### config.mk
export PLATFORM = sky130hd
export DESIGN_NAME = arx_top
export DESIGN_NICKNAME = d
export VERILOG_FILES = /design/src/rtl/arx_pkg.sv /design/src/rtl/arx_baud.sv /design/src/rtl/arx_frame.sv /design/src/rtl/arx_queue.sv /design/src/rtl/arx_top.sv
export SDC_FILE = /design/constraint.sdc
export NUM_CORES = 1
export LEC_CHECK = 0
export BUFFER_PORTS_ARGS = -buffer_cell sky130_fd_sc_hd__buf_2
export CAP_MARGIN = 30
export CORE_ASPECT_RATIO = 0.75
export CORE_MARGIN = 2
export CORE_UTILIZATION = 30
export CTS_BUF_LIST = sky130_fd_sc_hd__clkbuf_8
export DETAILED_ROUTE_END_ITERATION = 10
export GPL_ROUTABILITY_DRIVEN = 0
export PLACE_DENSITY = 0.56
export SYNTH_ARGS = -nofsm -noshare
export SYNTH_HDL_FRONTEND = slang
export SYNTH_SLANG_ARGS = --single-unit
### constraint.sdc
create_clock -name clk -period 2.9 [get_ports clk]
set_input_delay 0.87 -clock clk [delete_from_list [all_inputs] [get_ports clk]]
set_output_delay 0.87 -clock clk [all_outputs]
set_load 0.03 [all_outputs]
### src/rtl/arx_pkg.sv
package arx_pkg;

   // oversample ticks per bit
   localparam int OVS = 16;

   typedef enum logic [1:0] {
      ST_IDLE  = 2'd0,
      ST_START = 2'd1,
      ST_DATA  = 2'd2,
      ST_STOP  = 2'd3
   } rx_state_e;

   function automatic logic maj3(input logic a, input logic b, input logic c);
      return (a & b) | (a & c) | (b & c);
   endfunction

endpackage

### src/rtl/arx_baud.sv
module arx_baud #(
   parameter int DIV_W = 12
) (
   input  logic             clk,
   input  logic             rst_n,
   input  logic             run,
   input  logic [DIV_W-1:0] div,
   output logic             tick
);

   logic [DIV_W-1:0] cnt_q;

   always_ff @(posedge clk or negedge rst_n) begin
      if (!rst_n)
         cnt_q <= '0;
      else if (!run)
         cnt_q <= '0;
      else if (cnt_q == '0)
         cnt_q <= div;
      else
         cnt_q <= cnt_q - 1'b1;
   end

   assign tick = run && (cnt_q == '0);

endmodule

### src/rtl/arx_frame.sv
module arx_frame
   import arx_pkg::*;
#(
   parameter int DATA_W      = 8,
   parameter int SYNC_STAGES = 2,
   parameter bit MAJORITY    = 1'b1
) (
   input  logic              clk,
   input  logic              rst_n,
   input  logic              run,
   input  logic              tick,
   input  logic              rx_in,
   input  logic              nine_en,
   output logic              done,
   output logic [DATA_W-1:0] dout,
   output logic              d9,
   output logic              ferr
);

   localparam int TCK_W = $clog2(OVS);
   localparam int BIT_W = $clog2(DATA_W + 1);
   localparam logic [TCK_W-1:0] C_MID = TCK_W'(OVS / 2);
   localparam logic [TCK_W-1:0] C_S1  = C_MID - 1'b1;
   localparam logic [TCK_W-1:0] C_S2  = C_MID + 1'b1;
   localparam logic [TCK_W-1:0] C_END = TCK_W'(OVS - 1);

   // input synchronizer, idle level high
   logic [SYNC_STAGES-1:0] sy_q;
   always_ff @(posedge clk or negedge rst_n) begin
      if (!rst_n)
         sy_q <= '1;
      else
         sy_q <= {sy_q[SYNC_STAGES-2:0], rx_in};
   end
   logic rx_s;
   assign rx_s = sy_q[SYNC_STAGES-1];

   rx_state_e          st_q;
   logic [TCK_W-1:0]   cnt_q;
   logic [BIT_W-1:0]   bitn_q;
   logic [DATA_W:0]    sh_q;
   logic               prev_q, s1_q, s2_q, nine_q;
   logic               vote;
   logic [BIT_W-1:0]   last_idx;

   generate
      if (MAJORITY) begin : g_vote3
         assign vote = maj3(s1_q, s2_q, rx_s);
      end else begin : g_vote1
         assign vote = s2_q;
      end
   endgenerate

   assign last_idx = nine_q ? BIT_W'(DATA_W) : BIT_W'(DATA_W - 1);

   always_ff @(posedge clk or negedge rst_n) begin
      if (!rst_n)
         prev_q <= 1'b1;
      else
         prev_q <= rx_s;
   end

   always_ff @(posedge clk or negedge rst_n) begin
      if (!rst_n) begin
         st_q   <= ST_IDLE;
         cnt_q  <= '0;
         bitn_q <= '0;
         sh_q   <= '0;
         s1_q   <= 1'b1;
         s2_q   <= 1'b1;
         nine_q <= 1'b0;
      end else if (!run) begin
         st_q <= ST_IDLE;
      end else if (st_q == ST_IDLE) begin
         if (prev_q && !rx_s) begin
            st_q   <= ST_START;
            cnt_q  <= '0;
            nine_q <= nine_en;
         end
      end else if (tick) begin
         cnt_q <= cnt_q + 1'b1;
         if (cnt_q == C_S1) s1_q <= rx_s;
         if (cnt_q == C_MID) s2_q <= rx_s;
         case (st_q)
            ST_START: begin
               if (cnt_q == C_MID && rx_s)
                  st_q <= ST_IDLE;
               else if (cnt_q == C_END) begin
                  st_q   <= ST_DATA;
                  bitn_q <= '0;
               end
            end
            ST_DATA: begin
               if (cnt_q == C_S2)
                  sh_q <= {vote, sh_q[DATA_W:1]};
               if (cnt_q == C_END) begin
                  if (bitn_q == last_idx)
                     st_q <= ST_STOP;
                  else
                     bitn_q <= bitn_q + 1'b1;
               end
            end
            ST_STOP: begin
               if (cnt_q == C_S2)
                  st_q <= ST_IDLE;
            end
            default: st_q <= ST_IDLE;
         endcase
      end
   end

   assign done = run && tick && (st_q == ST_STOP) && (cnt_q == C_S2);
   assign dout = nine_q ? sh_q[DATA_W-1:0] : sh_q[DATA_W:1];
   assign d9   = nine_q & sh_q[DATA_W];
   assign ferr = ~vote;

endmodule

### src/rtl/arx_queue.sv
module arx_queue #(
   parameter int WIDTH = 10,
   parameter int DEPTH = 2,
   localparam int LVL_W = $clog2(DEPTH + 1)
) (
   input  logic             clk,
   input  logic             rst_n,
   input  logic             clr,
   input  logic             ovr_clr,
   input  logic             push,
   input  logic             pop,
   input  logic [WIDTH-1:0] wdata,
   output logic [WIDTH-1:0] rdata,
   output logic [LVL_W-1:0] level,
   output logic             ovr
);

   localparam int PTR_W = (DEPTH > 1) ? $clog2(DEPTH) : 1;

   logic [WIDTH-1:0] mem_q [DEPTH];
   logic [PTR_W-1:0] wr_q, rd_q;
   logic [LVL_W-1:0] lvl_q;
   logic             ovr_q;
   logic             pop_ok, full, wr, ovr_set;

   function automatic logic [PTR_W-1:0] nxt(input logic [PTR_W-1:0] p);
      return (p == PTR_W'(DEPTH - 1)) ? '0 : p + 1'b1;
   endfunction

   assign pop_ok  = pop && (lvl_q != '0);
   assign full    = (lvl_q == LVL_W'(DEPTH));
   assign wr      = push && !ovr_q && (!full || pop_ok);
   assign ovr_set = push && !ovr_q && full && !pop_ok;

   always_ff @(posedge clk) begin
      for (int i = 0; i < DEPTH; i++) begin
         if (wr && wr_q == PTR_W'(i))
            mem_q[i] <= wdata;
      end
   end

   always_ff @(posedge clk or negedge rst_n) begin
      if (!rst_n) begin
         wr_q  <= '0;
         rd_q  <= '0;
         lvl_q <= '0;
         ovr_q <= 1'b0;
      end else if (clr) begin
         wr_q  <= '0;
         rd_q  <= '0;
         lvl_q <= '0;
         ovr_q <= 1'b0;
      end else begin
         if (wr)     wr_q <= nxt(wr_q);
         if (pop_ok) rd_q <= nxt(rd_q);
         case ({wr, pop_ok})
            2'b10:   lvl_q <= lvl_q + 1'b1;
            2'b01:   lvl_q <= lvl_q - 1'b1;
            default: lvl_q <= lvl_q;
         endcase
         if (ovr_clr)
            ovr_q <= 1'b0;
         else if (ovr_set)
            ovr_q <= 1'b1;
      end
   end

   assign rdata = (lvl_q != '0) ? mem_q[rd_q] : '0;
   assign level = lvl_q;
   assign ovr   = ovr_q;

endmodule

### src/rtl/arx_top.sv
module arx_top #(
   parameter int DATA_W      = 8,
   parameter int DEPTH       = 2,
   parameter int DIV_W       = 12,
   parameter int SYNC_STAGES = 2,
   parameter bit MAJORITY    = 1'b1
) (
   input  logic              clk,
   input  logic              rst_n,
   input  logic              port_en,
   input  logic              cont_en,
   input  logic              nine_en,
   input  logic              addr_en,
   input  logic [DIV_W-1:0]  div_val,
   input  logic              rx_in,
   input  logic              rd_pop,
   output logic [DATA_W-1:0] rd_data,
   output logic              rd_bit9,
   output logic              rd_ferr,
   output logic              ovr_err,
   output logic              rx_pend
);

   localparam int ENT_W = DATA_W + 2;
   localparam int LVL_W = $clog2(DEPTH + 1);

   generate
      if (DEPTH < 2) begin : g_bad_depth
         $error("arx_top: DEPTH must be at least 2");
      end
      if (SYNC_STAGES < 2) begin : g_bad_sync
         $error("arx_top: SYNC_STAGES must be at least 2");
      end
      if (DATA_W < 5) begin : g_bad_width
         $error("arx_top: DATA_W must be at least 5");
      end
      if (DIV_W < 1) begin : g_bad_div
         $error("arx_top: DIV_W must be at least 1");
      end
   endgenerate

   logic              run, tick;
   logic              frm_done, frm_d9, frm_ferr;
   logic [DATA_W-1:0] frm_data;
   logic              q_push;
   logic [ENT_W-1:0]  q_top;
   logic [LVL_W-1:0]  q_level;

   assign run = port_en && cont_en;

   arx_baud #(.DIV_W(DIV_W)) u_baud (
      .clk  (clk),
      .rst_n(rst_n),
      .run  (run),
      .div  (div_val),
      .tick (tick)
   );

   arx_frame #(
      .DATA_W     (DATA_W),
      .SYNC_STAGES(SYNC_STAGES),
      .MAJORITY   (MAJORITY)
   ) u_frame (
      .clk    (clk),
      .rst_n  (rst_n),
      .run    (run),
      .tick   (tick),
      .rx_in  (rx_in),
      .nine_en(nine_en),
      .done   (frm_done),
      .dout   (frm_data),
      .d9     (frm_d9),
      .ferr   (frm_ferr)
   );

   // multi-drop filter: with address mode active only ninth-bit-set characters pass
   assign q_push = frm_done && !(addr_en && nine_en && !frm_d9);

   arx_queue #(.WIDTH(ENT_W), .DEPTH(DEPTH)) u_queue (
      .clk    (clk),
      .rst_n  (rst_n),
      .clr    (!port_en),
      .ovr_clr(!cont_en),
      .push   (q_push),
      .pop    (rd_pop),
      .wdata  ({frm_ferr, frm_d9, frm_data}),
      .rdata  (q_top),
      .level  (q_level),
      .ovr    (ovr_err)
   );

   assign rd_data = q_top[DATA_W-1:0];
   assign rd_bit9 = q_top[DATA_W];
   assign rd_ferr = q_top[DATA_W+1];
   assign rx_pend = port_en && (q_level != '0);

endmodule

Yosys cells after proc, flatten, opt, wreduce, memory -nomap -nowiden
Memory sizes are Yosys's and may differ from the RTL's.
Index checks and enable logic that the tools add are counted.
W data, S select, Z words.
{"block": "word_totals", "mem_bits_rw": 20, "latchBits": 0, "mem_bits_ro": 0, "memories": 1, "regBits": 42, "out_inout_bits": 12, "elab_cells": 136, "input_bits": 20}
{"block": "classes", "n_bitwise": 9, "shift": 0, "n_addsub": 7, "n_lt_le_gt_ge": 0, "mul": 0, "n_div": 0, "n_reduce_logical": 38, "n_eq_ne": 26, "mux": 41}
{"name": "u_queue.mem_q", "words": 2, "word_bits": 10, "read_ports": 1, "rd_clocked_by_memory_dff": 0, "write_ports": 1, "line_no": "arx_queue.sv:20", "source": "logic [WIDTH-1:0] mem_q [DEPTH];"}
{"operator": "$mux W4", "count": 8}
{"operator": "$mux W12", "count": 2}
{"operator": "$mux W10", "count": 2}
{"operator": "$mux W2", "count": 10}
{"operator": "$logic_and A1 B1 Y1", "count": 18}
{"operator": "$mux W1", "count": 15}
{"operator": "$eq A4 B4 Y1 const B", "count": 3}
{"operator": "$logic_not A12 Y1", "count": 1}
{"operator": "$ne A4 B2 Y1 const B", "count": 3}
{"operator": "$sub A12 B1 Y12 const B", "count": 1}
{"operator": "$reduce_or A10 Y1", "count": 1}
{"operator": "$add A4 B1 Y4 const B", "count": 2}
{"operator": "$eq A2 B2 Y1 const B", "count": 4}
{"operator": "$mux W8", "count": 1}
{"operator": "$ne A2 B1 Y1 const B", "count": 4}
{"operator": "$pmux W4 S2", "count": 1}
{"operator": "$reduce_and A4 Y1", "count": 2}
{"operator": "$reduce_and A8 Y1", "count": 1}
{"operator": "$logic_not A1 Y1", "count": 6}
{"operator": "$ne A2 B2 Y1 const B", "count": 3}
{"operator": "$ne A3 B1 Y1 const B", "count": 2}
{"operator": "$pmux W2 S3", "count": 1}
{"operator": "$reduce_and A3 Y1", "count": 2}
{"operator": "$reduce_and A6 Y1", "count": 1}
{"operator": "other kinds (17)", "count": 27}

Depth between registers and ports, before layout
Gate-level depths: netlist (run 1).
{"block": "logic_depth", "ltp_word": 13, "ltp_mapped": 8, "depth_no_buf": 7}

By module
From an unflattened synthesis (run 1), not the netlist that was laid out.
{"block": "unflattened", "cells_unflattened": 275, "hier_area_um2": 3201.8}
{"module": "arx_frame", "seq_area_each_um2": 631.9, "area_per_inst_um2": 1406.3, "n_inst": 1, "cells_each": 124}
{"module": "arx_queue", "seq_area_each_um2": 725.7, "area_per_inst_um2": 1037.2, "n_inst": 1, "cells_each": 70}
{"module": "arx_baud", "seq_area_each_um2": 300.3, "area_per_inst_um2": 728.2, "n_inst": 1, "cells_each": 74}
{"module": "arx_top", "seq_area_each_um2": 0.0, "area_per_inst_um2": 30.0, "n_inst": 1, "cells_each": 7}

Worst setup path before layout (run 1)
No wires, ideal clock.
{"block": "synth_path", "path_type": "reg-to-reg", "from": "register u_baud.cnt_q[0]", "to": "memory u_queue.mem_q[0][0], enable pin", "path_stages_with_launch": 8, "t_arrival_ns": 2.643, "n_path_buf": 1, "required_ns": 2.538, "period_less_slack_ns": 3.005, "setup_time_ns": 0.362, "path_slack_ns": -0.105, "path_cell_list": "dfrtp_1 inv_1 ha_1 or4b_2 or4_4 buf_6 nor4_4 nor3b_4"}
{"block": "synth_via", "elab_chain_cells": 13, "elab_cells_between_ends": 17, "classes_between": "mux: 6; reduce/logical: 11"}
{"element": "start, declared", "line_no": "arx_baud.sv:11", "source": "logic [DIV_W-1:0] cnt_q;"}
{"element": "start signal, assigned", "line_no": "arx_baud.sv:19", "source": "cnt_q <= div;"}
{"element": "start signal, assigned", "line_no": "arx_baud.sv:21", "source": "cnt_q <= cnt_q - 1'b1;"}
{"element": "$logic_not A12 Y1 (*)", "line_no": "arx_baud.sv:24", "source": "assign tick = run && (cnt_q == '0);"}
{"element": "$logic_and A1 B1 Y1 (*)", "line_no": "arx_baud.sv:24"}
{"element": "$logic_and A1 B1 Y1 (*) (3 in a row)", "line_no": "arx_frame.sv:112", "source": "assign done = run && tick && (st_q == ST_STOP) && (cnt_q == C_S2);"}
{"element": "$logic_and A1 B1 Y1 (*)", "line_no": "arx_top.sv:77", "source": "assign q_push = frm_done && !(addr_en && nine_en && !frm_d9);"}
{"element": "$logic_and A1 B1 Y1 (*) (2 in a row)", "line_no": "arx_queue.sv:32", "source": "assign wr = push && !ovr_q && (!full || pop_ok);"}
{"element": "$logic_and A1 B1 Y1", "line_no": "arx_queue.sv:37", "source": "if (wr && wr_q == PTR_W'(i))"}
{"element": "$mux W1", "line_no": "arx_queue.sv:37"}
{"element": "$mux W1 (not written as such)", "line_no": "arx_queue.sv:38", "source": "mem_q[i] <= wdata;"}
{"element": "$reduce_or A10 Y1 (no line)"}
{"element": "$mux W1 (no line)"}
{"element": "end, declared", "line_no": "arx_queue.sv:20"}
Mark *: on every way between the ends. The rest lies on a longest branch, timed or not.

Worst setup path after layout (run 1)
{"block": "layout_path", "from": "register u_baud.cnt_q[0]", "to": "memory u_queue.mem_q[0][9], enable pin"}
Same word-level chain as after synthesis.

==> out/results.ini, run 1 <==
[clocking]
clock_latency_ns = 0.34
clockBufferDepth = 2
cts_resized = 0
cts_setup_buffers = 0
htree_levels = 3
cts_root_buf = clkbuf_8
cts_buffers = 9
cts_tree = yes
numClockSinks = 62
hold_buffers = 0
cts.clk_slew.worst_paths_ns = 0.07

[logic_synthesis]
yosysSeqAreaShare = 0.529
ys_top_cells_by_area = dfrtp_1, edfxtp_1, mux2_2, dfstp_2, nor2_1
yosys.area.top_type_share = 0.295
postSynthAreaPerCell_um2 = 11.4
ys.warnings.count = 0
synth_top_area_cell = dfrtp_1
synth-main-ff-cell = dfrtp_1
syn-cell-area_um2 = 3140
synthCells = 276
synth.most_common_cell = dfrtp_1
synth_nets = 306
synth_edf_count = 20
ys_seq_elements = 62
async_flop_share = 0.677
yosysUniqueCellTypes = 53
yosys-top-cells-count = dfrtp_1, nor2_1, edfxtp_1

[route]
drt_pass1_iterations = 4
drc = 0
drt_iter0_drc = 145
vias = 2189
wl_per_cell_um = 13.5
ant_nets = 0
drt-total-wl_um = 6220
via_per_inst = 4.77

[setup_path]
cp-start-kind = register
crit_path_max_fanout = 11
r2r_slack_ns = 0.28
required_ns = 2.94
cp-end-kind = register
crit_type = register to register
arrival_ns = 2.66

[global_routing]
grt_pass1_wl_um = 11000
antenna_found_initial = 0
grt_pass1_vias = 2290
grt_max_degree = 28
grt-ovfl-total = 0
track_usage = 0.127

[layout]
antenna_cells = 0
syn_to_final_growth_pct = 17.0
fill_cells = 1058
final_cells = 459
fin_nets = 348
final_core_util = 0.359
ff_latch_area_um2 = 1660
multi_input_area_um2 = 1410
drive_above_1_share = 0.276

[floorplanning]
dieArea_um2 = 11300
fp.dieW_um = 122
initial_core_util = 0.307
fp.dieH_um = 92.5
core_area_um2 = 10200
fp-row-count = 32
io-pin-count = 32

[sta]
fmax_mhz = 382
worstMarginPinSlew_ns = 0.622
relSlewSlack = 0.580
skew_ns = 0.00886
finalSetupViolCount = 0
setup-tns-final_ns = 0
min_period_ns = 2.62
slew_violations = 0
rsz0062_at_grt = no
fin_crit_sh = 0.902
layout_setup_ws_ns = 0.284
finalHoldViolations = 0

[power]
powerDensity_nw_per_um2 = 738
p_leak_nw = 1.56
ir_drop_v = 0.000383

[placed_design]
port_buffers = 31
post-place-cells = 443
post-dp-hpwl_um = 4530
post-place-ws_ns = 0.289

[job]
cap_violations = 0

[min_path]
hold_class = register to register

[outcome]
status = finished clean

## logic make-up (layout without fill, tap and decap cells)
kind of cell / count (synthesis) / after routing / share of synthesized area
AO/OA/AOI/OAI: 52 / 52 / 0.113
flip-flops: 62 / 62 / 0.529
adder cells (fa/ha/maj): 10 / 10 / 0.0399
AND/OR/NAND/NOR: 93 / 93 / 0.160
buffers and inverters: 18 / 65 / 0.0243
multiplexers: 30 / 30 / 0.103
XOR/XNOR: 11 / 11 / 0.0307
## critical path, stage by stage (launching register included)
cell and delay (ns):
dfrtp_1 0.40, inv_1 0.11, ha_1 0.15, or4b_4 0.49, or4_4 0.47, nor4_4 0.27
nor3b_4 0.22, buf_4 0.22
## where the power goes
group | switching, mW | internal [mW]
clock network | 0.340 | 0.312
registers | 0.125 | 1.01
logic | 0.507 | 0.411
total | 0.973 | 1.73
## layout by cell type, fill, tap and decap left out, types with 3 or more instances in the layout
master,n
dfrtp_1,37
nor2_1,34
buf_2,31
edfxtp_1,20
mux2_2,19
nand2_1,13
mux2i_1,11
o21ai_0,11
xnor2_1,10
ha_1,10
buf_4,10
a21oi_1,9
a211oi_1,9
clkbuf_8,9
inv_1,8
nand3_1,6
nor2b_1,6
and2_1,5
nor3_1,5
dfstp_2,5
nor4_1,4
a311oi_1,3
o31ai_1,3
clkinv_4,3
clkinv_2,3
## cell type report
class	instances	area share
inverters	8	0.00819
flip-flops and latches	62	0.452
clock buffers	9	0.0338
well taps	136	0.0464
clock inverters	7	0.0136
repair buffers	41	0.0628
multi-input cells	196	0.383
## layer usage
metal | share of wire | vias to the layer above | track usage
met5 | 0 | - | 0
li1 | - | 1094 | -
met2 | 0.41 | 44 | 0.181
met1 | 0.52 | 1046 | 0.179
met3 | 0.058 | 5 | 0.0536
met4 | 0.0077 | 0 | 0.0259
## through the flow
step | hold slack (ns) | instance area (um2) | power, mW
final | 0.363 | 3670 | 2.71
after global routing | 0.369 | 3670 | 2.95
after CTS | 0.366 | 3670 | 2.75
after detailed placement | 0.357 | 3490 | 2.07
after global placement | 0.356 | 3490 | 2.06
after floorplan | 0.345 | 3140 | 1.86
## worst paths after layout
kind	from	endpoint	cells after the start
worst max-delay path	u_baud.cnt_q[0]	u_queue.mem_q[0][9]	7
worst min-delay path	u_frame.sy_q[0]	u_frame.sy_q[1]	0
worst max register to register	u_baud.cnt_q[0]	u_queue.mem_q[0][9]	7
worst min register to register	u_frame.sy_q[0]	u_frame.sy_q[1]	0
max in group asynchronous	rst_n	u_frame.sy_q[0]	2
min in group asynchronous	rst_n	u_frame.nine_q	1
## registers in the layout (all words and copies together), names as in the netlist
register / count
u_baud.cnt_q: 12
u_frame.bitn_q: 4
u_frame.cnt_q: 4
u_frame.nine_q: 1
u_frame.prev_q: 1
u_frame.s1_q: 1
u_frame.s2_q: 1
u_frame.sh_q: 9
u_frame.st_q: 2
u_frame.sy_q: 2
u_queue.level: 2
u_queue.mem_q: 20
u_queue.ovr: 1
u_queue.rd_q: 1
u_queue.wr_q: 1
Power figures use the tool's default switching activity.
==> inputs of run 2 (changes only) <==
--- a/config.mk
+++ b/config.mk
@@ -16,4 +16,5 @@
 export PLACE_DENSITY = 0.56
 export SYNTH_ARGS = -nofsm -noshare
 export SYNTH_HDL_FRONTEND = slang
+export SYNTH_HIERARCHICAL = 1
 export SYNTH_SLANG_ARGS = --single-unit
==> out/results.ini, run 2 <==
[global_routing]
track_usage = 0.124
grt_max_degree = 28
grt_pass1_wl_um = 10900
antenna_found_initial = 0
grt_pass1_vias = 2140
grt-ovfl-total = 0

[setup_path]
reg2reg_to = u_queue/mem_q[0][1]
cp-end-kind = register
path_cells = inv_1, ha_1, nor2b_1, nand4_4, nor2_1, and4_1, o21a_1, nand2b_1, or3_4, clkinvlp_4
reg2reg_depth = 10
slowest_stage = dfrtp_1
arrival_ns = 2.70
crit_type = register to register
path_buf_inv = 2
critPathMaxStageDelay_ns = 0.42
crit_path_max_fanout = 10
required_ns = 2.95
cp-start-kind = register
r2r-start = u_baud/cnt_q[0]
critPathTopFamily = simple AND/OR/NAND/NOR gates
r2r_slack_ns = 0.26

[logic_synthesis]
yosysUniqueCellTypes = 55
synth_edf_count = 20
postSynthAreaPerCell_um2 = 11.6
synthCells = 275
synth_nets = 305
ys.warnings.count = 6
async_flop_share = 0.677
synth_top_area_cell = dfrtp_1
yosysSeqAreaShare = 0.518
ys_top_cells_by_area = dfrtp_1, edfxtp_1, mux2_2, dfstp_2, mux2i_1
yosys.area.top_type_share = 0.289
syn-cell-area_um2 = 3200
synth-main-ff-cell = dfrtp_1
ys_seq_elements = 62
synth.most_common_cell = dfrtp_1
yosys-top-cells-count = dfrtp_1, nor2_1, edfxtp_1

[job]
cap_violations = 0

[layout]
antenna_cells = 0
design_area_um2 = 3820
largest_register = u_queue/mem_q
ff_latch_area_um2 = 1660
largest_reg_flops = 20
multi_input_area_um2 = 1480
layout_common_cells = dfrtp_1, buf_2, nor2_1
fill_cells = 1013
syn_to_final_growth_pct = 19.5
largestRegisters = u_queue/mem_q (20), u_baud/cnt_q (12), u_frame/sh_q (9)
fin_nets = 353
drive_above_1_share = 0.305
final_common_cell = dfrtp_1

[outcome]
status = finished clean

[power]
powerDensity_nw_per_um2 = 733
p_leak_nw = 1.62
ir_drop_v = 0.000342

[floorplanning]
initial_core_util = 0.310
core_area_um2 = 10300
dieArea_um2 = 11500
fp.dieH_um = 93.5
fp-row-count = 32
io-pin-count = 32
fp.dieW_um = 123

[min_path]
hold_class = register to register
min_from = u_frame/sy_q[0]
min_to = u_frame/sy_q[1]
min_path_cells = 0

[placed_design]
dpl_cell_area_um2 = 3590
port_buffers = 31
post-dp-hpwl_um = 4650

[route]
drt_iter0_drc = 116
via_per_inst = 4.73
ant_nets = 0
vias = 2197
drt-total-wl_um = 6440
drc = 0
wl_per_cell_um = 13.9
drt_pass1_iterations = 4

[clocking]
cts.clk_slew.worst_paths_ns = 0.08
clock_latency_ns = 0.35
cts_tree = yes
cts_buffers = 9
clockBufferDepth = 2
numClockSinks = 62
htree_levels = 3
cts_root_buf = clkbuf_8

[sta]
rsz0062_at_grt = no
slew_violations = 0
worstMarginPinSlew_ns = 0.642
min_period_ns = 2.64
relSlewSlack = 0.572
setup-tns-final_ns = 0
finalSetupViolCount = 0
skew_ns = 0.00728
fin_crit_sh = 0.912
fmax_mhz = 378
finalHoldViolations = 0
hold_ws_ns = 0.357

run 2: cell types whose count changed after synthesis, moves of 4 or more:
cell,change
a211oi_1,-5
and2_1,-4
clkbuf_1,-6
inv_1,+5
nand3_1,+6
nor4_1,-4
o21ai_0,+4
xnor2_1,-5
run 2: worst reg2reg max path, stage by stage, from the launching register on:
cell and delay (ns):
dfrtp_1 0.42, inv_1 0.09, ha_1 0.18, nor2b_1 0.35, nand4_4 0.14, nor2_1 0.15, and4_1 0.21, o21a_1 0.16
nand2b_1 0.11, or3_4 0.36, clkinvlp_4 0.20
run 2: worst max path at each step:
stage	startpoint	to	depth (start not counted)
floorplan	port_en	u_queue/mem_q[0][0]	9
global placement	cont_en	u_queue/mem_q[0][2]	10
detailed placement	cont_en	u_queue/mem_q[0][0]	10
CTS	u_baud/cnt_q[0]	u_queue/mem_q[0][4]	10
global route	u_baud/cnt_q[0]	u_frame/sh_q[6]	10
finish	u_baud/cnt_q[0]	u_queue/mem_q[0][1]	10
run 2: power breakdown:
part	internal [mW]	leakage (nW)	switching [mW]
sequential	0.986	0.760	0.126
clock	0.496	0.115	0.390
combinational	0.372	0.743	0.433
total	1.85	1.62	0.949
run 2: final cells by class:
type	count	area share
well taps	136	0.0445
repair buffers	42	0.0622
multi-input cells	195	0.387
clock buffers	9	0.0324
clock inverters	7	0.0272
inverters	13	0.0137
flip-flops and latches	62	0.433
run 2: metrics by stage:
step	cells	total power, mW	utilization	setup WS (ns)
final	464	2.80	0.370	0.255
after global routing	464	2.99	0.370	0.0470
after CTS	464	2.84	0.370	0.0947
after detailed placement	448	1.93	0.348	0.0661
after global placement	448	1.92	0.348	0.168
after floorplan	275	1.74	-	0.0665
run 2: routing by layer:
metal / GRT usage / share of wire
met5: 0 / 0
met4: 0.0313 / 0.011
met1: 0.184 / 0.54
met3: 0.0494 / 0.043
met2: 0.167 / 0.40
run 2: kinds of logic after synthesis:
family,count (synthesis),synth area share
AOI/OAI and AO/OA,49,0.108
xor gates and xnor gates,9,0.0246
adders and majority gates,10,0.0391
buffers and inverters,18,0.0242
DFF,62,0.518
muxes,32,0.107
and+or+nand+nor,95,0.179
run 2: timing repair:
| action | in CTS | in global routing |
|---|---|---|
| setup buffers | 0 | 0 |
| resized for setup | 0 | 1 |
| hold buffers | 0 | 0 |
| endpoints found under the setup margin | 0 | 10 |
==> inputs of run 3 (changes only) <==
--- a/config.mk
+++ b/config.mk
@@ -8,7 +8,7 @@
 export BUFFER_PORTS_ARGS = -buffer_cell sky130_fd_sc_hd__buf_2
 export CAP_MARGIN = 30
 export CORE_ASPECT_RATIO = 0.75
-export CORE_MARGIN = 2
+export CORE_MARGIN = 10
 export CORE_UTILIZATION = 30
 export CTS_BUF_LIST = sky130_fd_sc_hd__clkbuf_8
 export DETAILED_ROUTE_END_ITERATION = 10
==> out/results.ini, run 3 (synthesis results as in run 2) <==
[placed_design]
post-dp-hpwl_um = 4860
post-place-ws_ns = 0.0672
post-place-cells = 449
port_buffers = 31
dpl_cell_area_um2 = 3600

[floorplanning]
fp.dieW_um = 139
fp.dieH_um = 109
dieArea_um2 = 15200
initial_core_util = 0.309
fp-row-count = 32
io-pin-count = 32
core_area_um2 = 10400

[layout]
fill_cells = 1005
ff_latch_area_um2 = 1660
largestRegisters = u_queue/mem_q (20), u_baud/cnt_q (12), u_frame/sh_q (9)
antenna_cells = 0
final_core_util = 0.370
largest_register = u_queue/mem_q
final_common_cell = dfrtp_1
multi_input_area_um2 = 1480
final_cells = 465
layout_common_cells = dfrtp_1, buf_2, nor2_1
fin_nets = 354
design_area_um2 = 3830
largest_reg_flops = 20
drive_above_1_share = 0.307
syn_to_final_growth_pct = 19.7

[power]
total_power_mw = 2.82
p_leak_nw = 1.62
ir_drop_v = 0.000280
powerDensity_nw_per_um2 = 736

[route]
drt-total-wl_um = 6560
ant_nets = 0
dr_wl_met3_um = 281
drt_pass1_iterations = 4
wl_met2_um = 2850
via_per_inst = 4.73
met1_length_um = 3380
drt_iter0_drc = 84
wl_per_cell_um = 14.1
vias = 2200
dr.max_layer_used = met4
drc = 0

[sta]
finalHoldViolations = 0
fin_crit_sh = 0.912
relSlewSlack = 0.616
skew_ns = 0.00792
hold_ws_ns = 0.363
slew_violations = 0
fmax_mhz = 378
rsz0062_at_grt = no
min_period_ns = 2.65
setup-tns-final_ns = 0
layout_setup_ws_ns = 0.254
finalSetupViolCount = 0
worstMarginPinSlew_ns = 0.576

[clocking]
cts_root_buf = clkbuf_8
cts.clk_slew.worst_paths_ns = 0.07
clockBufferDepth = 2
htree_levels = 3
numClockSinks = 62
cts_setup_buffers = 0
cts_buffers = 9
cts_tree = yes
clock_latency_ns = 0.34
hold_buffers = 0

[setup_path]
cp-end-kind = register
crit_type = register to register
arrival_ns = 2.69
required_ns = 2.94
crit_path_max_fanout = 10
cp-start-kind = register

[global_routing]
grt_max_degree = 19
track_usage = 0.0912
antenna_found_initial = 0
grt_pass1_vias = 2156
grt-ovfl-total = 0
grt_pass1_wl_um = 11000

[min_path]
hold_class = register to register

[outcome]
status = finished clean

[job]
cap_violations = 0

## run 3: cell types whose count changed in the layout (fill, tap and decap cells not counted), sizes merged
cell,before,now
buf,42,43
clkinv,2,1
clkinvlp,1,2
## run 3: metal layers
layer  vias to the layer above  global-route usage
met4                         0              0.0357
met3                         4              0.0353
met2                        27               0.132
met1                      1070               0.120
li1                       1099                   -
met5                         -                   0
## run 3: cell type report
class                      instances  area share
timing repair buffer              43      0.0640
clock buffer                       9      0.0323
clock inverter                     7      0.0274
inverter                          13      0.0137
tap                              136      0.0444
sequential                        62       0.432
multi-input combinational        195       0.386
## run 3: final timing paths
path	start	endpoint	slack, ns	depth (start not counted)
worst max-delay path	u_baud/cnt_q[0]	u_queue/mem_q[0][8]	0.25	10
worst min-delay path	u_frame/sy_q[0]	u_frame/sy_q[1]	0.36	0
worst max register to register	u_baud/cnt_q[0]	u_queue/mem_q[0][8]	0.25	10
worst min register to register	u_frame/sy_q[0]	u_frame/sy_q[1]	0.36	0
max in group asynchronous	rst_n	u_frame/s1_q	1.89	2
min in group asynchronous	rst_n	u_baud/cnt_q[3]	0.42	1
## run 3: what timing repair did
action                                 in CTS  in global routing
setup endpoints to repair                   0                 10
gates resized for setup                     0                  1
endpoints found under the hold margin       0                  0
## run 3: critical path: stages, from the launching register on
cell and delay (ns):
dfrtp_1 0.42, inv_1 0.09, ha_1 0.19, nor2b_1 0.36, nand4_4 0.14, nor2_1 0.14, and4_1 0.20, o21a_1 0.16
nand2b_1 0.10, or3_4 0.36, clkinvlp_4 0.19
## run 3: power by group
part           switching (mW)  internal (mW)  total, mW
Sequential              0.127          0.986       1.11
Clock                   0.378          0.497      0.875
Combinational           0.441          0.391      0.832
